===== config.mk =====
export PLATFORM = sky130hd
export DESIGN_NAME = gate_precharge_ctrl
export DESIGN_NICKNAME = d
export VERILOG_FILES = /design/src/rtl/gate_precharge_pkg.sv /design/src/rtl/gpc_edge_seq.sv /design/src/rtl/gpc_delay_meas.sv /design/src/rtl/gpc_adapt.sv /design/src/rtl/gate_precharge_ctrl.sv
export SDC_FILE = /design/constraint.sdc
export NUM_CORES = 1
export LEC_CHECK = 0
export BUFFER_PORTS_ARGS = -buffer_cell sky130_fd_sc_hd__buf_2
export CAP_MARGIN = 20
export CORE_ASPECT_RATIO = 0.7
export CORE_MARGIN = 2
export CORE_UTILIZATION = 30
export CTS_CLUSTER_DIAMETER = 100
export DETAILED_ROUTE_END_ITERATION = 8
export PLACE_DENSITY_LB_ADDON = 0.05
export SETUP_SLACK_MARGIN = 0.15
export SLEW_MARGIN = 5
export SYNTH_ARGS = -nofsm -noshare
export SYNTH_HDL_FRONTEND = slang
export SYNTH_HIERARCHICAL = 1
export SYNTH_SLANG_ARGS = --single-unit

===== constraint.sdc =====
create_clock -name clk_i -period 5.34 [get_ports clk_i]
set_input_delay 0.267 -clock clk_i [delete_from_list [all_inputs] [get_ports clk_i]]
set_output_delay 0.267 -clock clk_i [all_outputs]
set_load 0.02 [all_outputs]

===== src/rtl/gate_precharge_pkg.sv =====
package gate_precharge_pkg;

  typedef enum logic [1:0] {
    PH_IDLE = 2'd0,
    PH_PRE  = 2'd1,
    PH_DRV  = 2'd2,
    PH_PST  = 2'd3
  } phase_e;

endpackage


===== src/rtl/gpc_edge_seq.sv =====
module gpc_edge_seq
  import gate_precharge_pkg::*;
#(
  parameter int DLY_W   = 8,
  parameter int FRAC_W  = 4,
  parameter int CNT_W   = 10,
  parameter int DRV_MAX = 64
) (
  input  logic             clk_i,
  input  logic             rst_ni,
  input  logic             pwm_i,
  input  logic [DLY_W-1:0] tdly_i,
  input  logic [FRAC_W-1:0] frac_i,
  input  logic             seen_i,
  input  logic             slew_done_i,
  output phase_e           state_o,
  output logic [CNT_W-1:0] cnt_o,
  output logic             launch_o,
  output logic             exit_o
);
  localparam int DRV_W = (DRV_MAX > 1) ? $clog2(DRV_MAX) : 1;
  localparam int PROD_W = DLY_W + FRAC_W;

  phase_e           state_q, state_d;
  logic             pwm_q;
  logic [CNT_W-1:0] cnt_q;
  logic [DRV_W-1:0] drv_q;
  logic [PROD_W-1:0] prod;
  logic [DLY_W-1:0] pre_len;
  logic             pre_last;
  logic             drv_last;

  assign prod     = PROD_W'(tdly_i) * PROD_W'(frac_i);
  assign pre_len  = DLY_W'(prod >> FRAC_W);
  assign pre_last = (cnt_q == CNT_W'(pre_len) - CNT_W'(1));
  assign drv_last = (drv_q == DRV_W'(DRV_MAX - 1));
  assign launch_o = (state_q == PH_IDLE) && pwm_i && !pwm_q;
  assign exit_o   = (state_q == PH_DRV) && pwm_i && ((seen_i && slew_done_i) || drv_last);

  always_comb begin
    state_d = state_q;
    if (!pwm_i) begin
      state_d = PH_IDLE;
    end else begin
      unique case (state_q)
        PH_IDLE: if (launch_o) state_d = (pre_len == '0) ? PH_DRV : PH_PRE;
        PH_PRE:  if (pre_last) state_d = PH_DRV;
        PH_DRV:  if (exit_o) state_d = PH_PST;
        default: state_d = state_q;
      endcase
    end
  end

  always_ff @(posedge clk_i or negedge rst_ni) begin
    if (!rst_ni) begin
      state_q <= PH_IDLE;
      pwm_q   <= 1'b0;
      cnt_q   <= '0;
      drv_q   <= '0;
    end else begin
      state_q <= state_d;
      pwm_q   <= pwm_i;
      if (launch_o) begin
        cnt_q <= '0;
        drv_q <= '0;
      end else if (pwm_i && (state_q == PH_PRE || state_q == PH_DRV)) begin
        if (cnt_q != '1) cnt_q <= cnt_q + CNT_W'(1);
        if (state_q == PH_DRV && !drv_last) drv_q <= drv_q + DRV_W'(1);
      end
    end
  end

  assign state_o = state_q;
  assign cnt_o   = cnt_q;


  pwm_low_idle_chk: assert property (@(posedge clk_i) disable iff (!rst_ni)
    !pwm_i |=> state_q == PH_IDLE);

  pst_from_drv_chk: assert property (@(posedge clk_i) disable iff (!rst_ni)
    (state_q == PH_IDLE || state_q == PH_PRE) |=> state_q != PH_PST);

  pre_from_launch_chk: assert property (@(posedge clk_i) disable iff (!rst_ni)
    (state_q == PH_DRV || state_q == PH_PST) |=> state_q != PH_PRE);

  drv_bound_chk: assert property (@(posedge clk_i) disable iff (!rst_ni)
    (state_q == PH_DRV && drv_last && pwm_i) |=> state_q == PH_PST);
endmodule


===== src/rtl/gpc_delay_meas.sv =====
module gpc_delay_meas #(
  parameter int CNT_W = 10
) (
  input  logic             clk_i,
  input  logic             rst_ni,
  input  logic             launch_i,
  input  logic             active_i,
  input  logic             slew_start_i,
  input  logic [CNT_W-1:0] cnt_i,
  output logic             seen_o,
  output logic             seen_now_o,
  output logic [CNT_W-1:0] meas_now_o
);
  logic             seen_q;
  logic [CNT_W-1:0] meas_q;

  always_ff @(posedge clk_i or negedge rst_ni) begin
    if (!rst_ni) begin
      seen_q <= 1'b0;
      meas_q <= '0;
    end else if (launch_i) begin
      seen_q <= 1'b0;
    end else if (active_i && !seen_q && slew_start_i) begin
      seen_q <= 1'b1;
      meas_q <= cnt_i;
    end
  end

  // capture visible in the same cycle, so a start on the last drive cycle still counts
  assign seen_o     = seen_q;
  assign seen_now_o = seen_q || (active_i && slew_start_i);
  assign meas_now_o = seen_q ? meas_q : cnt_i;


  meas_hold_chk: assert property (@(posedge clk_i) disable iff (!rst_ni)
    (seen_q && !launch_i) |=> (seen_q && $stable(meas_q)));
endmodule


===== src/rtl/gpc_adapt.sv =====
module gpc_adapt #(
  parameter int CODE_W    = 6,
  parameter int DLY_W     = 8,
  parameter int CNT_W     = 10,
  parameter int INIT_CODE = 8,
  parameter int STEP      = 1
) (
  input  logic              clk_i,
  input  logic              rst_ni,
  input  logic              upd_i,
  input  logic              seen_i,
  input  logic [CNT_W-1:0]  meas_i,
  input  logic [DLY_W-1:0]  tdly_i,
  input  logic [CODE_W-1:0] min_i,
  input  logic [CODE_W-1:0] max_i,
  output logic [CODE_W-1:0] code_o,
  output logic              miss_o
);
  localparam int W = ((CNT_W > DLY_W) ? CNT_W : DLY_W) + 2;
  localparam int CW = CODE_W + 1;

  logic [CODE_W-1:0] code_q, code_d;
  logic              miss_q;
  logic [W-1:0]      m_ext, t_ext;
  logic              late, early;
  logic [CW-1:0]     up, dn, raw;

  assign m_ext = W'(meas_i);
  assign t_ext = W'(tdly_i);
  assign late  = m_ext > t_ext + W'(1);
  assign early = m_ext + W'(1) < t_ext;
  assign up    = CW'(code_q) + CW'(STEP);
  assign dn    = (code_q < CODE_W'(STEP)) ? '0 : CW'(code_q) - CW'(STEP);

  always_comb begin
    if (!seen_i || late) raw = up;
    else if (early)      raw = dn;
    else                 raw = CW'(code_q);
    if (raw > CW'(max_i))      code_d = max_i;
    else if (raw < CW'(min_i)) code_d = min_i;
    else                       code_d = CODE_W'(raw);
  end

  always_ff @(posedge clk_i or negedge rst_ni) begin
    if (!rst_ni) begin
      code_q <= CODE_W'(INIT_CODE);
      miss_q <= 1'b0;
    end else begin
      miss_q <= upd_i && !seen_i;
      if (upd_i) code_q <= code_d;
    end
  end

  assign code_o = code_q;
  assign miss_o = miss_q;


  code_window_chk: assert property (@(posedge clk_i) disable iff (!rst_ni)
    (upd_i && min_i <= max_i) |=> (code_q >= $past(min_i) && code_q <= $past(max_i)));

  miss_pulse_chk: assert property (@(posedge clk_i) disable iff (!rst_ni)
    miss_q |=> !miss_q);

  hold_chk: assert property (@(posedge clk_i) disable iff (!rst_ni)
    (!upd_i) |=> $stable(code_q));
endmodule


===== src/rtl/gate_precharge_ctrl.sv =====
module gate_precharge_ctrl
  import gate_precharge_pkg::*;
#(
  parameter int DLY_W     = 8,
  parameter int FRAC_W    = 4,
  parameter int CODE_W    = 6,
  parameter int DRV_MAX   = 64,
  parameter int INIT_CODE = 8,
  parameter int STEP      = 1
) (
  input  logic              clk_i,
  input  logic              rst_ni,
  input  logic              pwm_i,
  input  logic              slew_start_i,
  input  logic              slew_done_i,
  input  logic [DLY_W-1:0]  tdly_i,
  input  logic [FRAC_W-1:0] frac_i,
  input  logic [CODE_W-1:0] drv_code_i,
  input  logic [CODE_W-1:0] pst_code_i,
  input  logic [CODE_W-1:0] code_min_i,
  input  logic [CODE_W-1:0] code_max_i,
  output logic [CODE_W-1:0] cur_code_o,
  output logic [1:0]        phase_o,
  output logic              miss_o
);
  localparam int CNT_W = DLY_W + 2;

  phase_e            state;
  logic [CNT_W-1:0]  cnt;
  logic              launch, exit_drv, seen, seen_now, active;
  logic [CNT_W-1:0]  meas_now;
  logic [CODE_W-1:0] pre_code;

  gpc_edge_seq #(
    .DLY_W(DLY_W), .FRAC_W(FRAC_W), .CNT_W(CNT_W), .DRV_MAX(DRV_MAX)
  ) u_seq (
    .clk_i, .rst_ni, .pwm_i, .tdly_i, .frac_i,
    .seen_i(seen), .slew_done_i,
    .state_o(state), .cnt_o(cnt), .launch_o(launch), .exit_o(exit_drv)
  );

  assign active = pwm_i && (state == PH_PRE || state == PH_DRV);

  gpc_delay_meas #(.CNT_W(CNT_W)) u_meas (
    .clk_i, .rst_ni, .launch_i(launch), .active_i(active), .slew_start_i,
    .cnt_i(cnt), .seen_o(seen), .seen_now_o(seen_now), .meas_now_o(meas_now)
  );

  gpc_adapt #(
    .CODE_W(CODE_W), .DLY_W(DLY_W), .CNT_W(CNT_W),
    .INIT_CODE(INIT_CODE), .STEP(STEP)
  ) u_adapt (
    .clk_i, .rst_ni, .upd_i(exit_drv), .seen_i(seen_now), .meas_i(meas_now),
    .tdly_i, .min_i(code_min_i), .max_i(code_max_i),
    .code_o(pre_code), .miss_o
  );

  always_comb begin
    unique case (state)
      PH_PRE:  cur_code_o = pre_code;
      PH_DRV:  cur_code_o = drv_code_i;
      PH_PST:  cur_code_o = pst_code_i;
      default: cur_code_o = '0;
    endcase
  end

  assign phase_o = state;


  idle_zero_chk: assert property (@(posedge clk_i) disable iff (!rst_ni)
    (phase_o == 2'd0) |-> (cur_code_o == '0));

  drv_code_chk: assert property (@(posedge clk_i) disable iff (!rst_ni)
    (phase_o == 2'd2) |-> (cur_code_o == drv_code_i));
endmodule


# --- Word level (Yosys, flattened, before mapping) ---
# Cells that the tools add are included.
word_totals:
  output_inout_bits: 9
  word_cells: 82
  ff_bits: 37
  in_bits: 41
op_classes:
  mux: 21
  mul: 1
  n_addsub: 7
  eq_ne: 10
  order_cmp: 5
  bitwise_logic: 1
  reduce_logical: 29
ops:
  columns: ["operator", "n"]
  rows:
  - ["10-bit two-way mux", 4]
  - ["6-bit two-way mux", 5]
  - ["7-bit two-way mux", 3]
  - ["6-bit one-hot mux with 3 select lines", 1]
  - ["10-bit by 12-bit greater-than comparator with 1-bit output", 1]
  - ["12-bit by 8-bit less-than comparator with 1-bit output", 1]
  - ["8-bit by 4-bit multiplier with 12-bit output", 1]
  - ["10-bit by 1-bit adder with 11-bit output, second input constant", 1]
  - ["1-bit logical AND", 11]
  - ["10-bit by 1-bit adder with 10-bit output, second input constant", 1]
  - ["10-bit equality test", 1]
  - ["2-bit two-way mux", 5]
  - ["10-bit != test, second input constant", 1]
  - ["8-bit by 1-bit adder with 9-bit output, second input constant", 1]
  - ["8-bit by 1-bit subtractor with 9-bit output, second input constant", 1]
  - ["8-bit logical NOT", 1]
  - ["2-bit nonzero test", 4]
  - ["6-bit by 1-bit adder with 7-bit output, second input constant", 1]
  - ["7-bit by 6-bit greater-than comparator with 1-bit output", 1]
  - ["7-bit by 6-bit less-than comparator with 1-bit output", 1]
  - ["6-bit by 1-bit subtractor with 7-bit output, second input constant", 1]
  - ["6-bit by 1-bit adder with 6-bit output, second input constant", 1]
  - ["6-bit equality test, second input constant", 1]
  - ["6-bit by 1-bit less-than comparator with 1-bit output, second input constant", 1]
  - ["other kinds (13)", 24]

# --- Depth between registers and ports, before layout ---
logic_depth:
  word_depth: 11
  ltp_mapped: 23
  mapped_depth_nobuf: 22

# --- By module ---
# The synthesis kept the hierarchy.
modules_own_cells:
  columns: ["mod", "area_each_um2", "cells_per_inst", "seq_area_each_um2", "n_inst"]
  rows:
  - ["gpc_edge_seq", 2327.2, 262, 475.5, 1]
  - ["gpc_adapt", 1624.1, 208, 176.4, 1]
  - ["gpc_delay_meas", 580.6, 36, 275.3, 1]
  - ["gate_precharge_ctrl", 146.4, 19, 0.0, 1]

# --- Worst setup path before layout ---
# OpenSTA, ideal clock, no wires.
synth_timing:
  kind: "register -> register"
  start: "reg u_meas.seen_q, in the netlist u_meas/seen_o"
  end: "reg u_adapt.code_q[0], in the netlist u_adapt/code_o[0]"
  period_less_slack_ns: 4.316
  required_ns: 5.207
  setup_ns: 0.133
  path_slack_ns: 1.024
  stages_incl_launch_ff: 22
  path_buffers: 1
  arrival_time_ns: 4.183
  path_cell_list: "dfrtp_1 > buf_2 > mux2_2 > ha_1 > nand2_1 > xnor2_1 > ha_1 > a21oi_1 > nand3_1 > o21ai_0 > nand2_1 > and2b_1 > a311oi_1 > a21oi_1 > ha_1 > o21ai_0 > a21oi_1 > o21a_1 > o22ai_1 > nand4_1 > o31ai_1 > a31oi_1"
synth_between:
  elab_chain_len: 8
  word_cells_on_any_way: 16
  cone_classes: "add/sub (1); order compare (4); mux (5); reduce/logical (6)"
synth_lines:
  columns: ["item", "line_no", "rtl"]
  rows:
  - ["start: declaration", "gpc_delay_meas.sv:14", "logic seen_q;"]
  - ["start signal: assignment", "gpc_delay_meas.sv:19", "seen_q <= 1'b0;"]
  - ["start signal: assignment", "gpc_delay_meas.sv:22", "seen_q <= 1'b0;"]
  - ["start signal: assignment", "gpc_delay_meas.sv:24", "seen_q <= 1'b1;"]
  - ["10-bit two-way mux *", "gpc_delay_meas.sv:32", "assign meas_now_o = seen_q ? meas_q : cnt_i;"]
  - ["net meas_now[0]", "gate_precharge_ctrl.sv:31", "logic [CNT_W-1:0] meas_now;"]
  - ["10-bit by 1-bit adder with 11-bit output", "gpc_adapt.sv:31", "assign early = m_ext + W'(1) < t_ext;"]
  - ["12-bit by 8-bit less-than comparator with 1-bit output", "gpc_adapt.sv:31", null]
  - ["7-bit two-way mux", "gpc_adapt.sv:37", "else if (early) raw = dn;"]
  - ["7-bit two-way mux *", "gpc_adapt.sv:36", "if (!seen_i || late) raw = up;"]
  - ["7-bit by 6-bit less-than comparator with 1-bit output", "gpc_adapt.sv:40", "else if (raw < CW'(min_i)) code_d = min_i;"]
  - ["6-bit two-way mux", "gpc_adapt.sv:40", null]
  - ["6-bit two-way mux *", "gpc_adapt.sv:39", "if (raw > CW'(max_i)) code_d = max_i;"]
  - ["end signal: assignment", "gpc_adapt.sv:46", "code_q <= CODE_W'(INIT_CODE);"]
  - ["end signal: assignment", "gpc_adapt.sv:50", "if (upd_i) code_q <= code_d;"]
  - ["end: declaration", "gpc_adapt.sv:22", "logic [CODE_W-1:0] code_q, code_d;"]
# Mark *: on every way through the listed nets, which the timed path passes. The rest lies on a longest branch.
# A chain may end at the register's enable or synchronous reset.

# --- Worst setup path after layout ---
layout_timing:
  start: "reg u_meas.seen_q, in the netlist u_meas/seen_o"
  end: "reg u_adapt.code_q[5], in the netlist u_adapt/code_o[5]"
# Same word-level chain as after synthesis.

==> flow_metrics.py <==
metrics = {
    "global_routing": {
        "overflow": 0,
        "grt_max_degree": 38,
        "grt_antenna_before_repair": 0,
        "grt_pass1_wl_um": 21330,
        "track_usage": 0.1608,
        "grt_pass1_vias": 3865,
    },
    "run": {
        "max-cap-violations": 0,
    },
    "final_layout": {
        "final_core_util": 0.3516,
        "fillCellCount": 1599,
        "drive_gt1_frac": 0.2218,
        "area_delta_synth_final_pct": 15.43,
        "fin_nets": 693,
        "multi_input_area_um2": 3518,
        "final_common_cell": "ha_1",
        "final_cell_mix": "56 x ha_1, 50 x nor2_1, 49 x buf_2",
        "ff_latch_area_um2": 928.4,
        "num_antenna_cells": 0,
    },
    "route": {
        "dr.pass1.iters": 4,
        "initialDrtViolationCount": 260,
        "drc": 0,
        "ant_nets": 0,
        "vias": 3953,
        "vias_per_cell": 5.029,
        "routed_wl_um": 12970,
        "routedWlPerCell_um": 16.50,
    },
    "worst_setup_path": {
        "r2r_start": "u_meas/seen_o",
        "reg2regPathDepth": 22,
        "startpoint_type": "flop",
        "r2r_setup_slack_ns": 0.55,
        "arrival_ns": 4.97,
        "critPathKind": "reg2reg",
        "cp_max_fo": 7,
        "rr_endpoint": "u_adapt/code_o[5]",
        "cp.required_ns": 5.51,
        "cp-end-kind": "flop",
    },
    "sta": {
        "clock_skew_ns": 0.004328,
        "rsz0062_at_grt": "no",
        "tightest_slew_ns": 0.9045,
        "period_share": 0.8979,
        "setup_viol": 0,
        "achievable-frequency_ghz": 0.2086,
        "finalHoldViolations": 0,
        "relSlewSlack": 0.3970,
        "drv_slew": 0,
        "period_needed_ns": 4.795,
        "tns_ns": 0,
    },
    "synthesis": {
        "yosysWarnings": 6,
        "ys_seq_elements": 37,
        "synth.cell_area_um2": 4678,
        "synth_nets": 633,
        "synthCells": 525,
        "netlist.area_leader.share": 0.1926,
        "synth_edf_count": 0,
        "ys_async_sr_fraction": 1.000,
        "ys.flop_type": "dfrtp_1",
        "ys_types": 80,
        "seq_area_frac_synth": 0.1982,
        "avgSynthCellArea_um2": 8.911,
        "synth_top_area_cell": "dfrtp_1",
        "synth.area.top_cells": "dfrtp_1 19%, ha_1 15%, xnor2_1 5.1%",
    },
    "clock_tree": {
        "clk_pin_slew_ns": 0.06,
        "hold_buffers": 0,
        "htreeDepth": 2,
        "root_buffer": "clkbuf_16",
        "cts_max_path_buffers": 2,
        "cts_tree": "done",
        "cts_inserted_buffers": 5,
        "clkLatencyLatePin_ns": 0.28,
        "clock-sinks": 37,
    },
    "placed_design": {
        "hpwl_um": 10580,
        "gp_congestion": 0.8352,
        "io_buffer_count": 49,
    },
    "floorplanning": {
        "dieArea_um2": 16630,
        "die_h_um": 108.5,
        "core_um2": 15360,
        "die-width_um": 153.3,
        "io_pins": 50,
        "initial_core_util": 0.3046,
        "rows": 38,
    },
    "min_path": {
        "hold_path_class": "in2async",
    },
    "pwr": {
        "p_leak_nw": 2.587,
        "powerDensity_nw_per_um2": 395.9,
        "vdd_drop_max_uv": 142.4,
    },
    "status": {
        "outcome": "completed",
    },
}
registers in the layout, indices dropped and copies added (netlist names):
register        cells
u_meas/meas_q      10
u_seq/cnt_o        10
u_adapt/code_o      6
u_seq/drv_q         6
u_seq/state_o       2
u_adapt/miss_o      1
u_meas/seen_o       1
u_seq/pwm_q         1
worst max-delay path, stage by stage, from the launching register on:
cell and delay, ns:
dfrtp_2 0.46, clkbuf_2 0.16, mux2_2 0.29, and4_4 0.25, nand2_1 0.07, xnor2_1 0.15
ha_1 0.33, nand4_1 0.08, a21oi_1 0.14, o21ai_0 0.10, buf_4 0.15, nand2_1 0.11
and2b_2 0.28, a31oi_1 0.18, nor2_1 0.06, nor3b_1 0.45, ha_1 0.34, o21a_1 0.11
o22ai_1 0.20, nand3_2 0.20, a31oi_1 0.26, o31ai_1 0.11, a31o_1 0.19
Yosys cell counts (all sizes together), types with 3 or more instances:
master and count:
o31ai 4, xor2 17, a41oi 3, dfrtp 36, nand2 45, and3 5, o21ai 14, o211ai 3
a31oi 8, mux2 23, xnor2 28, nand4 19, nor2b 4, mux2i 8, nand3 27, buf 5
a21oi 18, a222oi 6, nor3 9, nand2b 4, inv 48, nor2 51, clkbuf 6, a31o 3
fa 11, a21o 10, and2 15, ha 56
metrics by stage:
stage	area, um2	hold WS [ns]	setup slack (ns)	std cells	power (mW)
2_1_floorplan	4678	-0.02859	1.024	525	1.403
3_3_place_gp	5174	0.4635	0.1787	771	1.759
3_5_place_dp	5174	0.4687	0.1436	771	1.754
4_1_cts	5343	0.1594	0.2635	779	2.117
5_1_grt	5400	0.1842	0.1648	786	2.350
6_report	5400	0.1171	0.5454	786	2.138
how the worst max path moves through the flow:
stage	startpoint	endpoint	slack, ns	cells after the start
after detailed placement	u_meas/seen_o	u_adapt/code_o[5]	0.14	21
after global routing	u_meas/seen_o	u_adapt/code_o[5]	0.16	23
after floorplan	u_meas/seen_o	u_adapt/code_o[0]	1.02	21
after CTS	u_meas/seen_o	u_adapt/code_o[5]	0.26	21
final	u_meas/seen_o	u_adapt/code_o[5]	0.55	22
after global placement	u_meas/seen_o	u_adapt/code_o[1]	0.18	19
repair_timing:
action                                  in CTS  in global routing
endpoints found under the setup margin       2                  6
gates resized for setup                      1                  4
buffers inserted                             0                  7
pin swaps                                    0                  2
gates cloned                                 0                  0
cell families (layout without fill, tap and decap cells):
kind of cell | Yosys count | in the layout | synth area share
xor gates and xnor gates | 45 | 45 | 0.08746
muxes | 31 | 31 | 0.08050
and+or+nand+nor | 194 | 194 | 0.2233
DFF | 37 | 37 | 0.1982
adders and majority gates | 67 | 67 | 0.1968
AOI/OAI and AO/OA | 92 | 92 | 0.1623
buffers and inverters | 59 | 120 | 0.05135
layer usage:
metal,global-route usage,up-vias,share of wire
met1,0.2686,1868,0.57
met4,0.01984,0,0.0029
li1,-,2004,-
met2,0.2149,76,0.37
met5,0,-,0
met3,0.02365,5,0.051
area by class of cell:
type                       count  area share
clock buffer                   6     0.02386
clock inverter                 2    0.007183
inverter                      48     0.03336
multi-input combinational    429      0.6515
sequential                    37      0.1719
tap                          200     0.04634
timing repair buffer          64     0.06580
power breakdown:
part           switching, mW  total [mW]  internal [mW]
logic                  0.786        1.36          0.577
clock network          0.123       0.344          0.221
registers             0.0907       0.430          0.340
(Power assumes the default switching activity.)
